$ cat src/rtl/pbfc_pkg.sv
package pbfc_pkg;

  typedef enum logic [1:0] {
    MODE_IGNORE = 2'b00,
    MODE_SPLIT  = 2'b01,
    MODE_NIBBLE = 2'b10,
    MODE_BAD    = 2'b11
  } flag_mode_e;

endpackage

$ cat src/rtl/pbfc_capture.sv
module pbfc_capture
  import pbfc_pkg::*;
#(
  parameter int PIX_W = 32
) (
  input  logic             clk,
  input  logic             rst,
  input  logic [1:0]       mode,
  input  logic             flag,
  input  logic             vclk,
  input  logic             blank,
  input  logic             sclk_base,
  input  logic [PIX_W-1:0] pix_bus,
  output flag_mode_e       mode_q,
  output logic             flag_q,
  output logic             blank_q,
  output logic             sclk_q,
  output logic [PIX_W-1:0] pix_q,
  output logic             flag_rise,
  output logic             vclk_fall,
  output logic             sclk_rise
);

  logic vclk_q;
  logic flag_p, vclk_p, sclk_p;

  always_ff @(posedge clk) begin
    if (rst) begin
      mode_q  <= MODE_IGNORE;
      flag_q  <= 1'b0;
      vclk_q  <= 1'b0;
      blank_q <= 1'b0;
      sclk_q  <= 1'b0;
      pix_q   <= '0;
      flag_p  <= 1'b0;
      vclk_p  <= 1'b0;
      sclk_p  <= 1'b0;
    end else begin
      mode_q  <= flag_mode_e'(mode);
      flag_q  <= flag;
      vclk_q  <= vclk;
      blank_q <= blank;
      sclk_q  <= sclk_base;
      pix_q   <= pix_bus;
      flag_p  <= flag_q;
      vclk_p  <= vclk_q;
      sclk_p  <= sclk_q;
    end
  end

  assign flag_rise = flag_q & ~flag_p;
  assign vclk_fall = ~vclk_q & vclk_p;
  assign sclk_rise = sclk_q & ~sclk_p;

  AST_EDGE_EXCLUSIVE: assert property (@(posedge clk) disable iff (rst)
    flag_rise |=> !flag_rise);

endmodule

$ cat src/rtl/pbfc_stretch.sv
module pbfc_stretch #(
  parameter int HALF_CYC = 2
) (
  input  logic clk,
  input  logic rst,
  input  logic split_en,
  input  logic blank_q,
  input  logic flag_rise,
  input  logic sclk_q,
  output logic sclk_out
);

  localparam int CW = $clog2(2 * HALF_CYC + 1);
  localparam logic [CW-1:0] FULL_V = CW'(2 * HALF_CYC);
  localparam logic [CW-1:0] HALF_V = CW'(HALF_CYC);

  logic [CW-1:0] cnt_q;
  logic          start;

  assign start = (cnt_q == '0) & split_en & blank_q & flag_rise;

  always_ff @(posedge clk) begin
    if (rst) begin
      cnt_q    <= '0;
      sclk_out <= 1'b0;
    end else begin
      sclk_out <= sclk_q | (cnt_q > HALF_V);
      if (start)
        cnt_q <= FULL_V;
      else if (cnt_q != '0)
        cnt_q <= cnt_q - CW'(1);
    end
  end

  AST_START_LOADS: assert property (@(posedge clk) disable iff (rst)
    ((cnt_q == '0) && split_en && blank_q && flag_rise) |=> (cnt_q == FULL_V));
  AST_NO_RETRIGGER: assert property (@(posedge clk) disable iff (rst)
    (cnt_q > CW'(1)) |=> ((cnt_q + CW'(1)) == $past(cnt_q)));
  AST_NO_START_UNBLANKED: assert property (@(posedge clk) disable iff (rst)
    (!blank_q && (cnt_q == '0)) |=> (cnt_q == '0));
  AST_NO_START_OFF: assert property (@(posedge clk) disable iff (rst)
    (!split_en && (cnt_q == '0)) |=> (cnt_q == '0));

endmodule

$ cat src/rtl/pbfc_nibble.sv
module pbfc_nibble #(
  parameter int BYTES = 4
) (
  input  logic               clk,
  input  logic               rst,
  input  logic               nib_en,
  input  logic               flag_q,
  input  logic               vclk_fall,
  input  logic               sclk_rise,
  input  logic [8*BYTES-1:0] pix_q,
  output logic [4*BYTES-1:0] nib_data
);

  localparam int NW = 4 * BYTES;

  logic          sel_q;
  logic          use_hi;
  logic [NW-1:0] pick;

  assign use_hi = nib_en & sel_q;

  for (genvar i = 0; i < BYTES; i++) begin : g_lane
    assign pick[4*i +: 4] = use_hi ? pix_q[8*i+4 +: 4] : pix_q[8*i +: 4];
  end

  always_ff @(posedge clk) begin
    if (rst) begin
      sel_q    <= 1'b0;
      nib_data <= '0;
    end else begin
      if (!nib_en)
        sel_q <= 1'b0;
      else if (vclk_fall)
        sel_q <= flag_q;
      if (sclk_rise)
        nib_data <= pick;
    end
  end

  AST_SEL_TRACKS_FLAG: assert property (@(posedge clk) disable iff (rst)
    (nib_en && vclk_fall) |=> (sel_q == $past(flag_q)));
  AST_HOLD_DATA: assert property (@(posedge clk) disable iff (rst)
    !sclk_rise |=> $stable(nib_data));
  AST_LOW_OUTSIDE: assert property (@(posedge clk) disable iff (rst)
    (!nib_en && sclk_rise) |=> (nib_data[3:0] == $past(pix_q[3:0])));

endmodule

$ cat src/rtl/pixbus_flag_ctrl.sv
module pixbus_flag_ctrl
  import pbfc_pkg::*;
#(
  parameter int BYTES    = 4,
  parameter int HALF_CYC = 2
) (
  input  logic               clk,
  input  logic               rst,
  input  logic [1:0]         mode,
  input  logic               flag,
  input  logic               vclk,
  input  logic               blank,
  input  logic               sclk_base,
  input  logic [8*BYTES-1:0] pix_bus,
  output logic               sclk_out,
  output logic [4*BYTES-1:0] nib_data,
  output logic               illegal_mode
);

  localparam int PIX_W = 8 * BYTES;

  flag_mode_e       mode_q;
  logic             flag_q, blank_q, sclk_q;
  logic [PIX_W-1:0] pix_q;
  logic             flag_rise, vclk_fall, sclk_rise;
  logic             split_en, nib_en;

  pbfc_capture #(.PIX_W(PIX_W)) u_cap (
    .clk(clk), .rst(rst), .mode(mode), .flag(flag), .vclk(vclk),
    .blank(blank), .sclk_base(sclk_base), .pix_bus(pix_bus),
    .mode_q(mode_q), .flag_q(flag_q), .blank_q(blank_q), .sclk_q(sclk_q),
    .pix_q(pix_q), .flag_rise(flag_rise), .vclk_fall(vclk_fall),
    .sclk_rise(sclk_rise)
  );

  assign split_en = (mode_q == MODE_SPLIT);
  assign nib_en   = (mode_q == MODE_NIBBLE);

  pbfc_stretch #(.HALF_CYC(HALF_CYC)) u_str (
    .clk(clk), .rst(rst), .split_en(split_en), .blank_q(blank_q),
    .flag_rise(flag_rise), .sclk_q(sclk_q), .sclk_out(sclk_out)
  );

  pbfc_nibble #(.BYTES(BYTES)) u_nib (
    .clk(clk), .rst(rst), .nib_en(nib_en), .flag_q(flag_q),
    .vclk_fall(vclk_fall), .sclk_rise(sclk_rise), .pix_q(pix_q),
    .nib_data(nib_data)
  );

  always_ff @(posedge clk) begin
    if (rst) illegal_mode <= 1'b0;
    else     illegal_mode <= (mode == 2'b11);
  end

  AST_ILLEGAL_FLAG: assert property (@(posedge clk) disable iff (rst)
    illegal_mode |-> ($past(mode) == 2'b11));
  AST_LEGAL_CLEAR: assert property (@(posedge clk) disable iff (rst)
    ($past(mode) != 2'b11) |-> !illegal_mode);
  AST_RESET_OUT: assert property (@(posedge clk)
    $past(rst) |-> (!sclk_out && !illegal_mode && (nib_data == '0)));

endmodule

$ cat config.mk
export PLATFORM = sky130hd
export DESIGN_NAME = pixbus_flag_ctrl
export DESIGN_NICKNAME = d
export VERILOG_FILES = /design/src/rtl/pbfc_pkg.sv /design/src/rtl/pbfc_capture.sv /design/src/rtl/pbfc_stretch.sv /design/src/rtl/pbfc_nibble.sv /design/src/rtl/pixbus_flag_ctrl.sv
export SDC_FILE = /design/constraint.sdc
export NUM_CORES = 1
export LEC_CHECK = 0
export BUFFER_PORTS_ARGS = -buffer_cell sky130_fd_sc_hd__buf_2
export CORE_UTILIZATION = 50
export DETAILED_ROUTE_END_ITERATION = 12
export PLACE_DENSITY = 0.86
export SLEW_MARGIN = 0
export SYNTH_ARGS = -nofsm -noshare
export SYNTH_HDL_FRONTEND = slang
export SYNTH_SLANG_ARGS = --single-unit
$ cat constraint.sdc
create_clock -name clk -period 1.79 [get_ports clk]
set_clock_uncertainty 0.1 [all_clocks]
set_input_delay 0.358 -clock clk [delete_from_list [all_inputs] [get_ports clk]]
set_output_delay 0.358 -clock clk [all_outputs]
set_load 0.01 [all_outputs]
==> results of run 1 <==
[per-layer routing]
layer | part of all wire [%] | global-route usage (%)
met3 | 4.9 | 8.562
met2 | 47 | 29.55
met5 | 0 | 0
met1 | 46 | 20.02
met4 | 2.5 | 10.64
[power by group]
part	leakage, uW	switching [uW]	total, uW	internal [uW]
combinational	0.000514	183	368	186
clock	0.000100	491	1170	674
sequential	0.000523	51.6	1560	1510
total	0.00114	725	3100	2370
[path summary, 6_finish.rpt]
path | start | endpoint | depth (start not counted)
hold reg to reg | u_cap.pix_q[17] | u_nib.nib_data[9] | 2
hold / removal | pix_bus[12] | u_cap.pix_q[12] | 2
setup reg to reg | u_str.cnt_q[0] | u_str.cnt_q[1] | 5
setup / recovery | u_str.cnt_q[0] | u_str.cnt_q[1] | 5
[cell usage in the layout (no fill, tap or decap)]
| master | instances |
|---|---|
| a2111oi_0 | 1 |
| nor3_1 | 2 |
| a21oi_1 | 2 |
| dfxtp_1 | 63 |
| and3b_1 | 1 |
| buf_2 | 57 |
| nand2b_1 | 2 |
| a311oi_1 | 16 |
| xnor2_1 | 1 |
| nand2_1 | 32 |
| buf_4 | 2 |
| buf_12 | 2 |
| nor2b_1 | 42 |
| or3_1 | 1 |
| clkbuf_1 | 2 |
| nand4b_1 | 1 |
| mux2i_1 | 2 |
| bufinv_16 | 1 |
| nor4b_1 | 1 |
| clkinv_2 | 3 |
| inv_1 | 2 |
| and2_1 | 1 |
| nor2b_2 | 1 |
| clkbuf_8 | 10 |
| nand3b_2 | 1 |
| ha_1 | 3 |
| nor2_1 | 19 |
[cell families after synthesis]
family,after synthesis,share of synthesized area (%)
buffers and inverters,16,3.642
AND/OR/NAND/NOR,104,25.43
AO/OA/AOI/OAI,19,7.582
multiplexers,2,0.9553
XOR/XNOR,1,0.4180
flip-flops,63,60.18
adder cells (fa/ha/maj),3,1.791
[state kept, by name, indices dropped and copies added (netlist names), 2 cells and up]
| signal | count |
|---|---|
| u_cap.pix_q | 32 |
| u_nib.nib_data | 16 |
| u_str.cnt_q | 3 |
| u_cap.mode_q | 2 |
[area by class of cell]
type                            count  area, sq um  share of cell area [%]
Clock buffer                       12        145.1                   5.534
Clock inverter                      4        45.04                   1.718
Inverter                            2        7.507                  0.2863
Multi-Input combinational cell    129        760.7                   29.01
Sequential cell                    63         1261                   48.09
Tap cell                           50        62.56                   2.385
Timing Repair Buffer               61        340.3                   12.98
[metrics by stage]
| step | setup slack (ns) | std cells | power, uW | instance area (sq um) |
|---|---|---|---|---|
| 6_report | 0.3210 | 321 | 3098 | 2623 |
| 5_1_grt | 0.2020 | 321 | 3261 | 2623 |
| 4_1_cts | 0.3168 | 321 | 3129 | 2623 |
| 3_5_place_dp | 0.3305 | 305 | 1969 | 2432 |
| 3_3_place_gp | 0.4200 | 305 | 1944 | 2432 |
| 2_1_floorplan | 0.4693 | 208 | 1839 | 2096 |
==> results.py, run 1 <==
metrics = {
    "clock_network": {
        "clockBufferDepth": 2,
        "cts_tree": "yes",
        "holdBufCountCts": 0,
        "numCtsBuffers": 9,
        "cts.sinks": 63,
        "post_cts_buffers": 0,
        "htreeDepth": 3,
        "insertion_delay_ns": 0.33,
        "clkTransAtPathRegs_ns": 0.06,
        "cts-root-buf": "clkbuf_8",
        "cts_resized": 0,
    },
    "drt": {
        "via_per_inst": 4.698,
        "drcViolationCount": 0,
        "wl_per_cell_um": 11.20,
        "finalWirelength_um": 3596,
        "ant_nets": 0,
        "drt_iter0_markers": 55,
        "num_vias": 1508,
        "firstDrtPassIters": 4,
    },
    "sta": {
        "final_hold_viol_count": 0,
        "post-route-period-util_pct": 82.07,
        "timing.fmax_mhz": 680.7,
        "maxSlewHeadroom_pct": 73.56,
        "setup_viol": 0,
        "drv_slew": 0,
        "min_period_ns": 1.469,
        "finalSetupTns_ns": 0,
        "rsz0062_at_grt": "no",
        "whs_ns": 0.1337,
        "tightest_slew_ns": 0.3944,
    },
    "global_routing": {
        "grt_pass1_vias": 1340,
        "antenna_found_initial": 0,
        "grt_max_degree": 33,
        "gr-total-overflow": 0,
        "grt_usage_pct": 18.53,
        "grt_first_pass_wirelength_um": 5796,
    },
    "yosys": {
        "synth.area.top_cells": "dfxtp_1, nor2b_1, a311oi_1, nand2_1, nor2_1",
        "synth_cells": 208,
        "synth_top_area_share_pct": 60.18,
        "ys_async_sr_fraction_pct": 0,
        "synth_commonest_cells": "dfxtp_1, nor2b_1, nand2_1, nor2_1, a311oi_1",
        "synth.distinct_cells": 23,
        "avgSynthCellArea_sq_um": 10.08,
        "synth-edff-count": 0,
        "yosys_warnings": 0,
        "synth_seq_cells": 63,
        "synth_most_common_cell": "dfxtp_1",
        "syn-num-nets": 251,
        "yosysTopAreaCell": "dfxtp_1",
        "ys_seq_area_share_pct": 60.18,
        "ys.flop_type": "dfxtp_1",
        "syn_area_sq_mm": 0.002096,
    },
    "placement": {
        "gp_congestion": 0.6750,
        "io_buffer_count": 57,
        "hpwl_um": 2437,
    },
    "cells_and_area": {
        "fill_cells": 324,
        "areaGrowthSynthToFinish_pct": 25.13,
        "layout.nets": 309,
        "drive_above_1_share_pct": 28.41,
        "fin_util_pct": 65.56,
        "n_antenna_cell": 0,
    },
    "floorplanning": {
        "core_sq_mm": 0.004000,
        "die-area_sq_mm": 0.004454,
        "dieHeight_um": 66.74,
        "io_pins": 58,
        "die_w_um": 66.74,
        "start_util_pct": 52.39,
        "rows": 23,
    },
    "worst_setup_path": {
        "critPathMaxFanout": 5,
        "critical_path_arrival_ns": 1.58,
        "path_buf_inv": 1,
        "cp-end-kind": "flip-flop",
        "cp_slowest_cell": "a2111oi_0",
        "cpPeakStageDelay_ns": 0.35,
        "cp-start-kind": "flip-flop",
        "path_cells": "inv_1 -> ha_1 -> nand2b_1 -> nor3_1 -> a2111oi_0",
        "worst_path_dominant_cell_family": "compound AO/OA/AOI/OAI gates",
        "required_ns": 1.90,
        "crit_type": "flip-flop to flip-flop",
        "rrSetupSlack_ns": 0.32,
    },
    "power": {
        "power_density_mw_per_mm2": 1181,
        "max-vdd-ir-drop_uv": 780.1,
        "p_leak_uw": 0.001137,
    },
    "worst_hold_path": {
        "hp-class": "input pin to flip-flop",
    },
    "status": {
        "status": "finished clean",
    },
    "run": {
        "drv_cap": 0,
    },
}
Power figures use the tool's default switching activity.
==> run 2: changes to the inputs <==
Clock period 1.79 ns to 1.4 ns, I/O delays scaled along.
==> results.py, run 2 (synthesis gave the netlist of run 1 again) <==
metrics = {
    "worst_setup_path": {
        "crit-reg2reg-launch": "u_nib.sel_q",
        "rrSetupSlack_ns": 0.07,
        "crit_type": "flip-flop to flip-flop",
        "required_ns": 1.53,
        "cp-startpoint": "u_nib.sel_q",
        "crit_end": "u_nib.nib_data[3]",
        "r2r_end": "u_nib.nib_data[3]",
        "critical_path_arrival_ns": 1.45,
        "critPathMaxFanout": 16,
        "reg2regPathDepth": 4,
        "cp-start-kind": "flip-flop",
        "cp-end-kind": "flip-flop",
    },
    "clock_network": {
        "insertion_delay_ns": 0.33,
        "numCtsBuffers": 9,
        "cts.sinks": 63,
        "holdBufCountCts": 0,
        "cts_tree": "yes",
        "clockBufferDepth": 2,
        "cts-root-buf": "clkbuf_8",
        "htreeDepth": 3,
        "clkTransAtPathRegs_ns": 0.06,
    },
    "cells_and_area": {
        "fill_cells": 301,
        "reg.largest.list": "u_cap.pix_q x32, u_nib.nib_data x16, u_str.cnt_q x3",
        "final_common_cell": "dfxtp_1",
        "regMostFlops": "u_cap.pix_q",
        "fin_util_pct": 67.84,
        "largest_reg_flops": 32,
        "areaGrowthSynthToFinish_pct": 29.49,
        "mostFrequentLayoutCells": "dfxtp_1, buf_2, nor2b_1, nand2_1, nor2_1",
        "drive_above_1_share_pct": 31.14,
        "n_antenna_cell": 0,
        "layout.nets": 312,
    },
    "sta": {
        "finalSetupTns_ns": 0,
        "drv_slew": 0,
        "maxSlewHeadroom_pct": 73.64,
        "setup_viol": 0,
        "post-route-period-util_pct": 94.86,
        "min_period_ns": 1.328,
        "whs_ns": 0.05273,
        "final_hold_viol_count": 0,
        "tightest_slew_ns": 0.3954,
        "timing.fmax_mhz": 753.0,
        "rsz0062_at_grt": "no",
    },
    "placement": {
        "io_buffer_count": 57,
        "hpwl_um": 2432,
        "gp_congestion": 0.7562,
    },
    "floorplanning": {
        "die-area_sq_mm": 0.004454,
        "dieHeight_um": 66.74,
        "rows": 23,
        "start_util_pct": 52.39,
        "core_sq_mm": 0.004000,
        "io_pins": 58,
        "die_w_um": 66.74,
    },
    "global_routing": {
        "grt_first_pass_wirelength_um": 6009,
        "grt_max_degree": 27,
        "gr-total-overflow": 0,
        "antenna_found_initial": 0,
        "grt_usage_pct": 18.80,
        "grt_pass1_vias": 1425,
    },
    "worst_hold_path": {
        "hp-class": "input pin to flip-flop",
    },
    "power": {
        "max-vdd-ir-drop_uv": 944.5,
        "power_density_mw_per_mm2": 1552,
        "p_leak_uw": 0.001186,
    },
    "drt": {
        "drt_iter0_markers": 94,
        "firstDrtPassIters": 4,
        "ant_nets": 0,
        "via_per_inst": 4.768,
        "wl_per_cell_um": 11.69,
        "finalWirelength_um": 3776,
        "drcViolationCount": 0,
        "num_vias": 1540,
    },
    "run": {
        "drv_cap": 0,
    },
    "status": {
        "status": "finished clean",
    },
}
## run 2: stage by stage
step	worst slack [ns]	cell area (sq um)	power, uW	instances
global route	0.002072	2714	4412	323
global placement	0.03021	2472	2509	307
floorplan	0.07925	2096	2351	208
CTS	0.006166	2686	4167	323
detailed placement	-0.1101	2472	2548	307
finish	0.07199	2714	4213	323
## run 2: what timing repair did
action	CTS	global route
pin swaps	1	0
setup endpoints to repair	2	4
buffers inserted	1	0
resized for setup	4	4
## run 2: area by class of cell
cell class | instances | area [sq um] | share of cell area (%)
clock inverter | 3 | 42.54 | 1.568
timing repair buffer | 64 | 387.9 | 14.29
clock buffer | 12 | 155.1 | 5.717
inverter | 2 | 7.507 | 0.2766
tap | 50 | 62.56 | 2.305
multi-input combinational | 129 | 795.8 | 29.32
sequential | 63 | 1262 | 46.52
## run 2: worst max-delay path, stage by stage (launching register included)
cell and delay (ns):
dfxtp_1 0.39, and3b_1 0.23, buf_12 0.15, nand2_1 0.06, a311oi_1 0.29
## run 2: where the power goes
group / total, uW / internal, uW / switching, uW
logic: 663 / 358 / 306
clock network: 1550 / 907 / 640
registers: 2000 / 1930 / 68.0
total: 4210 / 3200 / 1010
## run 2: per-layer routing
metal,global-route usage [%],routed length (um),up-vias
met5,0,0,-
met4,11.44,75,0
met3,5.651,194,6
met2,31.31,1892,43
met1,20.82,1612,692
li1,-,-,799
## run 2: worst min path at each step
stage | start | slack, ns | end | depth (start not counted)
after floorplan | mode[1] | 0.30 | illegal_mode | 1
after global placement | u_cap.pix_q[0] | 0.34 | u_nib.nib_data[0] | 2
after detailed placement | u_cap.pix_q[1] | 0.35 | u_nib.nib_data[1] | 2
after CTS | pix_bus[5] | 0.05 | u_cap.pix_q[5] | 2
after global routing | pix_bus[28] | 0.06 | u_cap.pix_q[28] | 2
final | pix_bus[11] | 0.05 | u_cap.pix_q[11] | 2
